$ cat src/rtl/lsc_pkg.sv
package lsc_pkg;

  localparam int MODE_W = 3;

  // switch pair enables
  typedef struct packed {
    logic brk;
    logic ring;
    logic tout;
    logic tin;
    logic rtest;
  } grp_t;

  // code bits: [2] ringing, [1] test-in, [0] test-out
  function automatic grp_t decode_mode(input logic [MODE_W-1:0] code, input bit ext);
    grp_t g;
    g = '0;
    case (code)
      3'b000: g.brk = 1'b1;
      3'b001: g.tout = 1'b1;
      3'b010: g.tin = 1'b1;
      3'b011: begin
        g.tin  = 1'b1;
        g.tout = 1'b1;
      end
      3'b100: g.ring = 1'b1;
      3'b110: begin
        g.rtest = 1'b1;
        g.tout  = ext;
      end
      default: g = '0;
    endcase
    return g;
  endfunction

endpackage

$ cat src/rtl/lsc_sync.sv
module lsc_sync #(
  parameter int WIDTH  = 1,
  parameter int STAGES = 2
) (
  input  logic             clk,
  input  logic             rst,
  input  logic [WIDTH-1:0] din,
  output logic [WIDTH-1:0] dout
);

  logic [WIDTH-1:0] stg [STAGES];

  for (genvar s = 0; s < STAGES; s++) begin : g_stage
    if (s == 0) begin : g_first
      always_ff @(posedge clk) begin
        if (rst) stg[s] <= '0;
        else     stg[s] <= din;
      end
    end else begin : g_next
      always_ff @(posedge clk) begin
        if (rst) stg[s] <= '0;
        else     stg[s] <= stg[s-1];
      end
    end
  end

  assign dout = stg[STAGES-1];

endmodule

$ cat src/rtl/lsc_mode_latch.sv
module lsc_mode_latch #(
  parameter int W = 3
) (
  input  logic         clk,
  input  logic         rst,
  input  logic         hold,
  input  logic [W-1:0] mode_in,
  output logic [W-1:0] mode_eff
);

  logic [W-1:0] cap_q;

  // transparent while hold is low, frozen copy while high
  assign mode_eff = hold ? cap_q : mode_in;

  always_ff @(posedge clk) begin
    if (rst) cap_q <= '0;
    else     cap_q <= mode_eff;
  end

endmodule

$ cat src/rtl/lsc_batt_mon.sv
module lsc_batt_mon (
  input  logic clk,
  input  logic rst,
  input  logic present,
  input  logic above_hi,
  input  logic below_lo,
  output logic fault
);

  logic fault_q;

  always_ff @(posedge clk) begin
    if (rst)                       fault_q <= 1'b1;
    else if (!present || above_hi) fault_q <= 1'b1;
    else if (below_lo)             fault_q <= 1'b0;
  end

  assign fault = fault_q;

endmodule

$ cat src/rtl/lsc_switch_drv.sv
module lsc_switch_drv
  import lsc_pkg::*;
#(
  parameter bit EXTENDED = 1'b0
) (
  input  logic              clk,
  input  logic              rst,
  input  logic [MODE_W-1:0] mode_eff,
  input  logic              force_off,
  input  logic              ring_zc,
  output grp_t              grp
);

  grp_t tgt;
  grp_t grp_q;

  always_comb begin
    tgt = decode_mode(mode_eff, EXTENDED);
    if (force_off) tgt = '0;
  end

  always_ff @(posedge clk) begin
    if (rst) begin
      grp_q <= '0;
    end else begin
      grp_q.brk   <= tgt.brk;
      grp_q.tout  <= tgt.tout;
      grp_q.tin   <= tgt.tin;
      grp_q.rtest <= tgt.rtest;
      // ringing pair releases only at a current zero crossing
      grp_q.ring  <= tgt.ring | (grp_q.ring & ~ring_zc);
    end
  end

  assign grp = grp_q;

endmodule

$ cat src/rtl/line_switch_ctrl.sv
module line_switch_ctrl
  import lsc_pkg::*;
#(
  parameter bit EXTENDED    = 1'b0,
  parameter int SYNC_STAGES = 2
) (
  input  logic clk,
  input  logic rst,
  input  logic mode_ring,
  input  logic mode_tin,
  input  logic mode_tout,
  input  logic hold_en,
  input  logic ovr_low,
  input  logic ovr_high,
  input  logic over_temp,
  input  logic bat_present,
  input  logic bat_above_hi,
  input  logic bat_below_lo,
  input  logic ring_zc,
  output logic sw_break,
  output logic sw_ring,
  output logic sw_tout,
  output logic sw_tin,
  output logic sw_rtest,
  output logic sd_pin_level
);

  localparam int ASYNC_W = 6;

  logic [ASYNC_W-1:0] async_raw;
  logic [ASYNC_W-1:0] async_s;
  logic               ovr_low_s, ovr_high_s, temp_s;
  logic               bpres_s, bhi_s, blo_s;
  logic [MODE_W-1:0]  mode_eff;
  logic               bat_fault;
  logic               tsd_act;
  logic               force_off;
  logic               pin_q;
  grp_t               grp;

  assign async_raw = {ovr_low, ovr_high, over_temp, bat_present, bat_above_hi, bat_below_lo};

  lsc_sync #(.WIDTH(ASYNC_W), .STAGES(SYNC_STAGES)) u_sync (
    .clk (clk),
    .rst (rst),
    .din (async_raw),
    .dout(async_s)
  );

  assign {ovr_low_s, ovr_high_s, temp_s, bpres_s, bhi_s, blo_s} = async_s;

  lsc_mode_latch #(.W(MODE_W)) u_latch (
    .clk     (clk),
    .rst     (rst),
    .hold    (hold_en),
    .mode_in ({mode_ring, mode_tin, mode_tout}),
    .mode_eff(mode_eff)
  );

  lsc_batt_mon u_batt (
    .clk     (clk),
    .rst     (rst),
    .present (bpres_s),
    .above_hi(bhi_s),
    .below_lo(blo_s),
    .fault   (bat_fault)
  );

  // thermal shutdown is disabled while the pin is held high
  assign tsd_act   = temp_s & ~ovr_high_s;
  assign force_off = ovr_low_s | tsd_act | bat_fault;

  lsc_switch_drv #(.EXTENDED(EXTENDED)) u_drv (
    .clk      (clk),
    .rst      (rst),
    .mode_eff (mode_eff),
    .force_off(force_off),
    .ring_zc  (ring_zc),
    .grp      (grp)
  );

  always_ff @(posedge clk) begin
    if (rst) pin_q <= 1'b1;
    else     pin_q <= ~(ovr_low_s | tsd_act);
  end

  assign sw_break     = grp.brk;
  assign sw_ring      = grp.ring;
  assign sw_tout      = grp.tout;
  assign sw_tin       = grp.tin;
  assign sw_rtest     = grp.rtest;
  assign sd_pin_level = pin_q;

endmodule

$ cat config.mk
export PLATFORM = sky130hd
export DESIGN_NAME = line_switch_ctrl
export DESIGN_NICKNAME = d
export VERILOG_FILES = /design/src/rtl/lsc_pkg.sv /design/src/rtl/lsc_sync.sv /design/src/rtl/lsc_mode_latch.sv /design/src/rtl/lsc_batt_mon.sv /design/src/rtl/lsc_switch_drv.sv /design/src/rtl/line_switch_ctrl.sv
export SDC_FILE = /design/constraint.sdc
export NUM_CORES = 1
export LEC_CHECK = 0
export BUFFER_PORTS_ARGS = -buffer_cell sky130_fd_sc_hd__clkbuf_2
export CORE_MARGIN = 2
export CORE_UTILIZATION = 35
export CTS_CLUSTER_SIZE = 28
export DETAILED_ROUTE_END_ITERATION = 12
export PLACE_DENSITY = 0.66
export SETUP_SLACK_MARGIN = 0.3
export SYNTH_ARGS = -nofsm -noshare
export SYNTH_HDL_FRONTEND = slang
export SYNTH_SLANG_ARGS = --single-unit
$ cat constraint.sdc
create_clock -name clk -period 1.4 [get_ports clk]
set_clock_uncertainty 0.05 [all_clocks]
set_input_delay 0.28 -clock clk [delete_from_list [all_inputs] [get_ports clk]]
set_output_delay 0.28 -clock clk [all_outputs]
set_load 0.005 [all_outputs]
==> results of run 1 <==
## worst register-to-register path: stages (launching register included)
cell and delay [ns]:
dfxtp_2 0.34, mux2i_2 0.07, or4b_4 0.52, o32ai_2 0.10
## placed cells by master, fill, tap and decap left out, drive strengths merged
| cell type | instances |
|---|---|
| clkbuf | 22 |
| mux2i | 2 |
| nand2b | 1 |
| nand2 | 1 |
| o21bai | 1 |
| nor2 | 10 |
| dfxtp | 22 |
| inv | 2 |
| nor2b | 13 |
| o32ai | 1 |
| nand3 | 1 |
| nor3 | 1 |
| o32a | 1 |
| a21oi | 1 |
| nand4bb | 1 |
| or4b | 1 |
| buf | 4 |
| o21a | 1 |
## cell usage after synthesis, types with 2 or more instances
library cell and instances:
mux2i_1 2, nor2_1 10, dfxtp_1 22, inv_1 2, nor2b_1 13
## power by group through the flow
stage | clock [mW] | combinational, mW | sequential, mW
2_1_floorplan | 0 | 0.0434 | 0.668
3_3_place_gp | 0 | 0.0727 | 0.668
3_5_place_dp | 0 | 0.0736 | 0.669
4_1_cts | 0.344 | 0.0755 | 0.656
5_1_grt | 0.367 | 0.0869 | 0.658
6_report | 0.326 | 0.0778 | 0.656
## cells by family after synthesis
logic type | after synthesis | share of synthesized area
AO/OA/AOI/OAI | 5 | 0.0672
buffers and inverters | 4 | 0.0272
flip-flops | 22 | 0.639
multiplexers | 2 | 0.0290
AND/OR/NAND/NOR | 29 | 0.238
## per-layer routing
layer / up-vias / track usage / part of all wire
met3: 2 / 0.0340 / 0.092
met4: 0 / 0.0714 / 0.014
met5: - / 0 / 0
li1: 250 / - / -
met1: 202 / 0.117 / 0.46
met2: 22 / 0.144 / 0.44
## area by class of cell
type | instances | area (um^2) | share of cell area
sequential | 22 | 448 | 0.494
multi-input combinational | 36 | 260 | 0.287
timing repair buffer | 22 | 120 | 0.133
clock buffer | 4 | 36.3 | 0.0401
tap | 27 | 33.8 | 0.0373
inverter | 2 | 7.51 | 0.00829
## repair_timing
| action | 4_1_cts | 5_1_grt |
|---|---|---|
| pin swaps | 2 | 1 |
| setup endpoints to repair | 2 | 10 |
| buffers inserted | 1 | 0 |
| resized for setup | 5 | 5 |
## flip-flops by register name, indices dropped and copies added (netlist names)
register       flops
sd_pin_level       1
u_batt.fault       1
u_drv.grp          5
u_latch.cap_q      3
u_sync.stg        12
## final timing paths
kind | start | to | slack, ns
max reg2reg | u_latch.cap_q[2] | u_drv.grp[3] | 0.25
min | ring_zc | u_drv.grp[3] | 0.13
min reg2reg | u_sync.stg[1][2] | u_batt.fault | 0.34
max | u_latch.cap_q[2] | u_drv.grp[3] | 0.25
==> flow_summary.ini, run 1 <==
[floorplan]
core_mm2 = 0.00190
die_w_um = 48.4
start_util = 0.362
num_rows = 16
die_h_um = 48.4
io_pins = 19
dieArea_mm2 = 0.00234

[layout]
nets = 100
final_area_um2 = 906
antenna_cells = 0
num-fill-cells = 179
finish.utilization = 0.476
layout-drive-gt1-share = 0.442
area_growth_pct = 31.4
fin_cells = 113

[route]
first_pass_iters = 4
totalWireLength_um = 947
routedWlPerCell_um = 8.38
vias = 476
drtIter0Drc = 4
antenna_left = 0
drc_errors = 0
viasPerCell = 4.21

[worst_setup_path]
worst-path-buf-inv = 0
cp.required_ns = 1.57
crit_fanout = 2
crit_cells = 3
crit_path_max_incr_delay_ns = 0.52
crit_arrival_ns = 1.31
critical_path_class = flop to flop
r2r_cells = 3
worstSetupEndpointType = flop
crit_chain = mux2i_2 -> or4b_4 -> o32ai_2
slowest_stage = or4b_4
crit_family = simple AND/OR/NAND/NOR gates
cp-start-kind = flop

[flow_run]
cap_violations = 0

[power]
p_per_area_mw_per_mm2 = 1170
power_frac_comb = 0.073
power_mw = 1.06
internal-power_mw = 0.850
switching_power_mw = 0.210
leakage_nw = 0.388
p_clk_frac = 0.308
p_sw_frac = 0.198
peakVddDrop_v = 0.000665
sequentialPowerShare = 0.619

[synth]
netlist_top_cells_area = dfxtp_1 64%, nor2b_1 12%, nor2_1 5.4%, mux2i_1 2.9%, o32ai_2 2.4%
synth_area_um2 = 689
async_flop_share = 0
yosysTopAreaCellShare = 0.639
synth_nets = 75
ys.flop_type = dfxtp_1
yosysUniqueCellTypes = 18
ys.warnings.count = 0
avgSynthCellArea_um2 = 11.1
synth_edf_count = 0
yosysTopAreaCell = dfxtp_1
netlist_instances = 62
ys_seq_area_frac = 0.639
ys_ff_latch = 22

[place]
gp_congestion = 0.693
dp_slack_ns = 0.0945
dp_cells = 108
dp_hpwl_um = 682
port_buffers = 18
dpl-instance-area_um2 = 828

[worst_hold_path]
hold_path.class = input port to flop
min_path_cells = 2

[sta]
finalCritPeriodShare = 0.820
worst_pin_slew_ns = 0.199
fmax_mhz = 872
holdWs_ns = 0.127
fin_ws_ns = 0.253
hold_viol = 0
setup_tns_ns = 0
setup_violations = 0
fin_crit_ns = 1.15
relSlewSlack = 0.864
maxSlewViolCount = 0
rsz0062_at_grt = yes

[clock_network]
clk_pin_slew_ns = 0.11
cts_inserted_buffers = 3
clock-sinks = 22
cts_tree = done
holdBufCountCts = 0
clkLatencyLatePin_ns = 0.29
htree_levels = 1
cts.path.max_buffers = 2
clockRootBuffer = clkbuf_4

[run_status]
status = completed

[global_routing]
overflow = 0
grt_pass1_wl_um = 1730
grt_pass1_vias = 447
grtUsageTotal = 0.0973
grt_max_degree = 19
antenna_found_initial = 0
No activity file was read; power rests on OpenSTA's default activity.
==> run 2, diff against run 1 <==
- clock period: 1.4 -> 0.96 ns (I/O delays scaled with it)
==> run 2 against run 1 <==
  * Routed wire length is 5.9% higher
  * Critical path type unchanged
  * Clock power is 110% higher
  * Flip-flop and latch count stayed put
  * Sequential share of layout area is 0.87 points lower
  * Fmax is 0.39% lower
  * The run now ends with negative setup slack left
  * Final cell count is 0.88% higher
  * Setup slack worse by 0.44 ns
==> flow_summary.ini, run 2 (synthesis results as in run 1) <==
[layout]
regMostFlops = u_sync.stg
layout-drive-gt1-share = 0.471
largest_reg_flops = 12
final_area_um2 = 925
mostFrequentLayoutCells = 18 x clkbuf_2, 15 x dfxtp_1, 12 x nor2b_1, 9 x nor2_1, 7 x dfxtp_2
layout_commonest_cell = clkbuf_2
area_growth_pct = 34.1
num-fill-cells = 186
antenna_cells = 0
nets = 101

[global_routing]
overflow = 0
antenna_found_initial = 0
grt_max_degree = 19
grt_pass1_wl_um = 1760
grtUsageTotal = 0.0997
grt_pass1_vias = 436

[floorplan]
die_h_um = 48.4
num_rows = 16
io_pins = 19
core_mm2 = 0.00190
die_w_um = 48.4
start_util = 0.362
dieArea_mm2 = 0.00234

[worst_setup_path]
crit_arrival_ns = 1.32
crit_chain = nor2b_4 -> or4b_4 -> o32ai_2
cp.required_ns = 1.13
crit_fanout = 2
critical_path_class = flop to flop
cp-start-kind = flop
crit_family = simple AND/OR/NAND/NOR gates
r2r_cells = 3
worstSetupEndpointType = flop
worst-path-buf-inv = 0
crit_path_max_incr_delay_ns = 0.48
slowest_stage = or4b_4
crit_cells = 3

[clock_network]
clkLatencyLatePin_ns = 0.29
holdBufCountCts = 0
clk_pin_slew_ns = 0.12
clock-sinks = 22
clockRootBuffer = clkbuf_4
cts.path.max_buffers = 2
htree_levels = 1
cts_inserted_buffers = 3
cts_tree = done

[worst_hold_path]
hold_path.class = input port to flop
min_path_cells = 2

[sta]
rsz0062_at_grt = yes
finalCritPeriodShare = 1.20
relSlewSlack = 0.853
fmax_mhz = 868
setup_tns_ns = -0.685
setup_violations = 9
fin_crit_ns = 1.15
worst_pin_slew_ns = 0.221
hold_viol = 0
maxSlewViolCount = 0
fin_ws_ns = -0.192

[power]
peakVddDrop_v = 0.000930
leakage_nw = 0.399
p_per_area_mw_per_mm2 = 1900
power_mw = 1.75

[route]
drc_errors = 0
vias = 478
first_pass_iters = 4
antenna_left = 0
viasPerCell = 4.19
routedWlPerCell_um = 8.80
drtIter0Drc = 3
totalWireLength_um = 1000

[run_status]
violations = negative setup slack
status = finished with violations

[flow_run]
cap_violations = 0

[place]
dpl-instance-area_um2 = 843
dp_hpwl_um = 753
port_buffers = 18
dp_slack_ns = -0.280
gp_congestion = 0.672
## run 2: changes by cell type in the layout (fill, tap and decap cells not counted), sizes merged
cell / change
bufinv: +1
buf: +1
clkbuf: -1
## run 2: routing by layer
layer,GRT usage,wire length (um)
met1,0.121,456
met2,0.148,462
met3,0.0432,81
met4,0.0571,4
met5,0,0
## run 2: final timing paths
kind / from / end / slack, ns
worst max-delay path: u_sync.stg[1][3] / u_drv.grp[3] / -0.19
worst min-delay path: ring_zc / u_drv.grp[3] / 0.03
worst max register to register: u_sync.stg[1][3] / u_drv.grp[3] / -0.19
worst min register to register: u_sync.stg[1][2] / u_batt.fault / 0.36
## run 2: layout make-up
class / count / area, um^2 / share of cell area
Sequential cell: 22 / 449 / 0.486
Multi-Input combinational cell: 36 / 250 / 0.271
Timing Repair Buffer: 23 / 131 / 0.142
Tap cell: 27 / 33.8 / 0.0365
Clock inverter: 1 / 30.0 / 0.0325
Clock buffer: 3 / 22.5 / 0.0244
Inverter: 2 / 7.51 / 0.00812
## run 2: worst reg2reg max path, delay by kind of cell (launching register included)
family / cells / cell delay, ns
AOI/OAI and AO/OA: 1 / 0.10
and+or+nand+nor: 2 / 0.60
DFF: 1 / 0.33
## run 2: power breakdown
group	switching [mW]	internal [mW]
Clock	0.256	0.422
Sequential	0.0109	0.947
Combinational	0.0505	0.0681
## run 2: what timing repair did
| item | CTS | global route |
|---|---|---|
| buffers inserted | 0 | 0 |
| setup endpoints to repair | 15 | 16 |
| pin swaps | 2 | 5 |
| gates resized for setup | 6 | 7 |
## run 2: metrics by stage
stage / instances / hold slack [ns] / util
floorplan: 62 / 0.214 / -
global placement: 110 / 0.309 / 0.443
detailed placement: 110 / 0.321 / 0.443
CTS: 114 / 0.0102 / 0.478
global route: 114 / 0.0124 / 0.486
finish: 114 / 0.0298 / 0.486
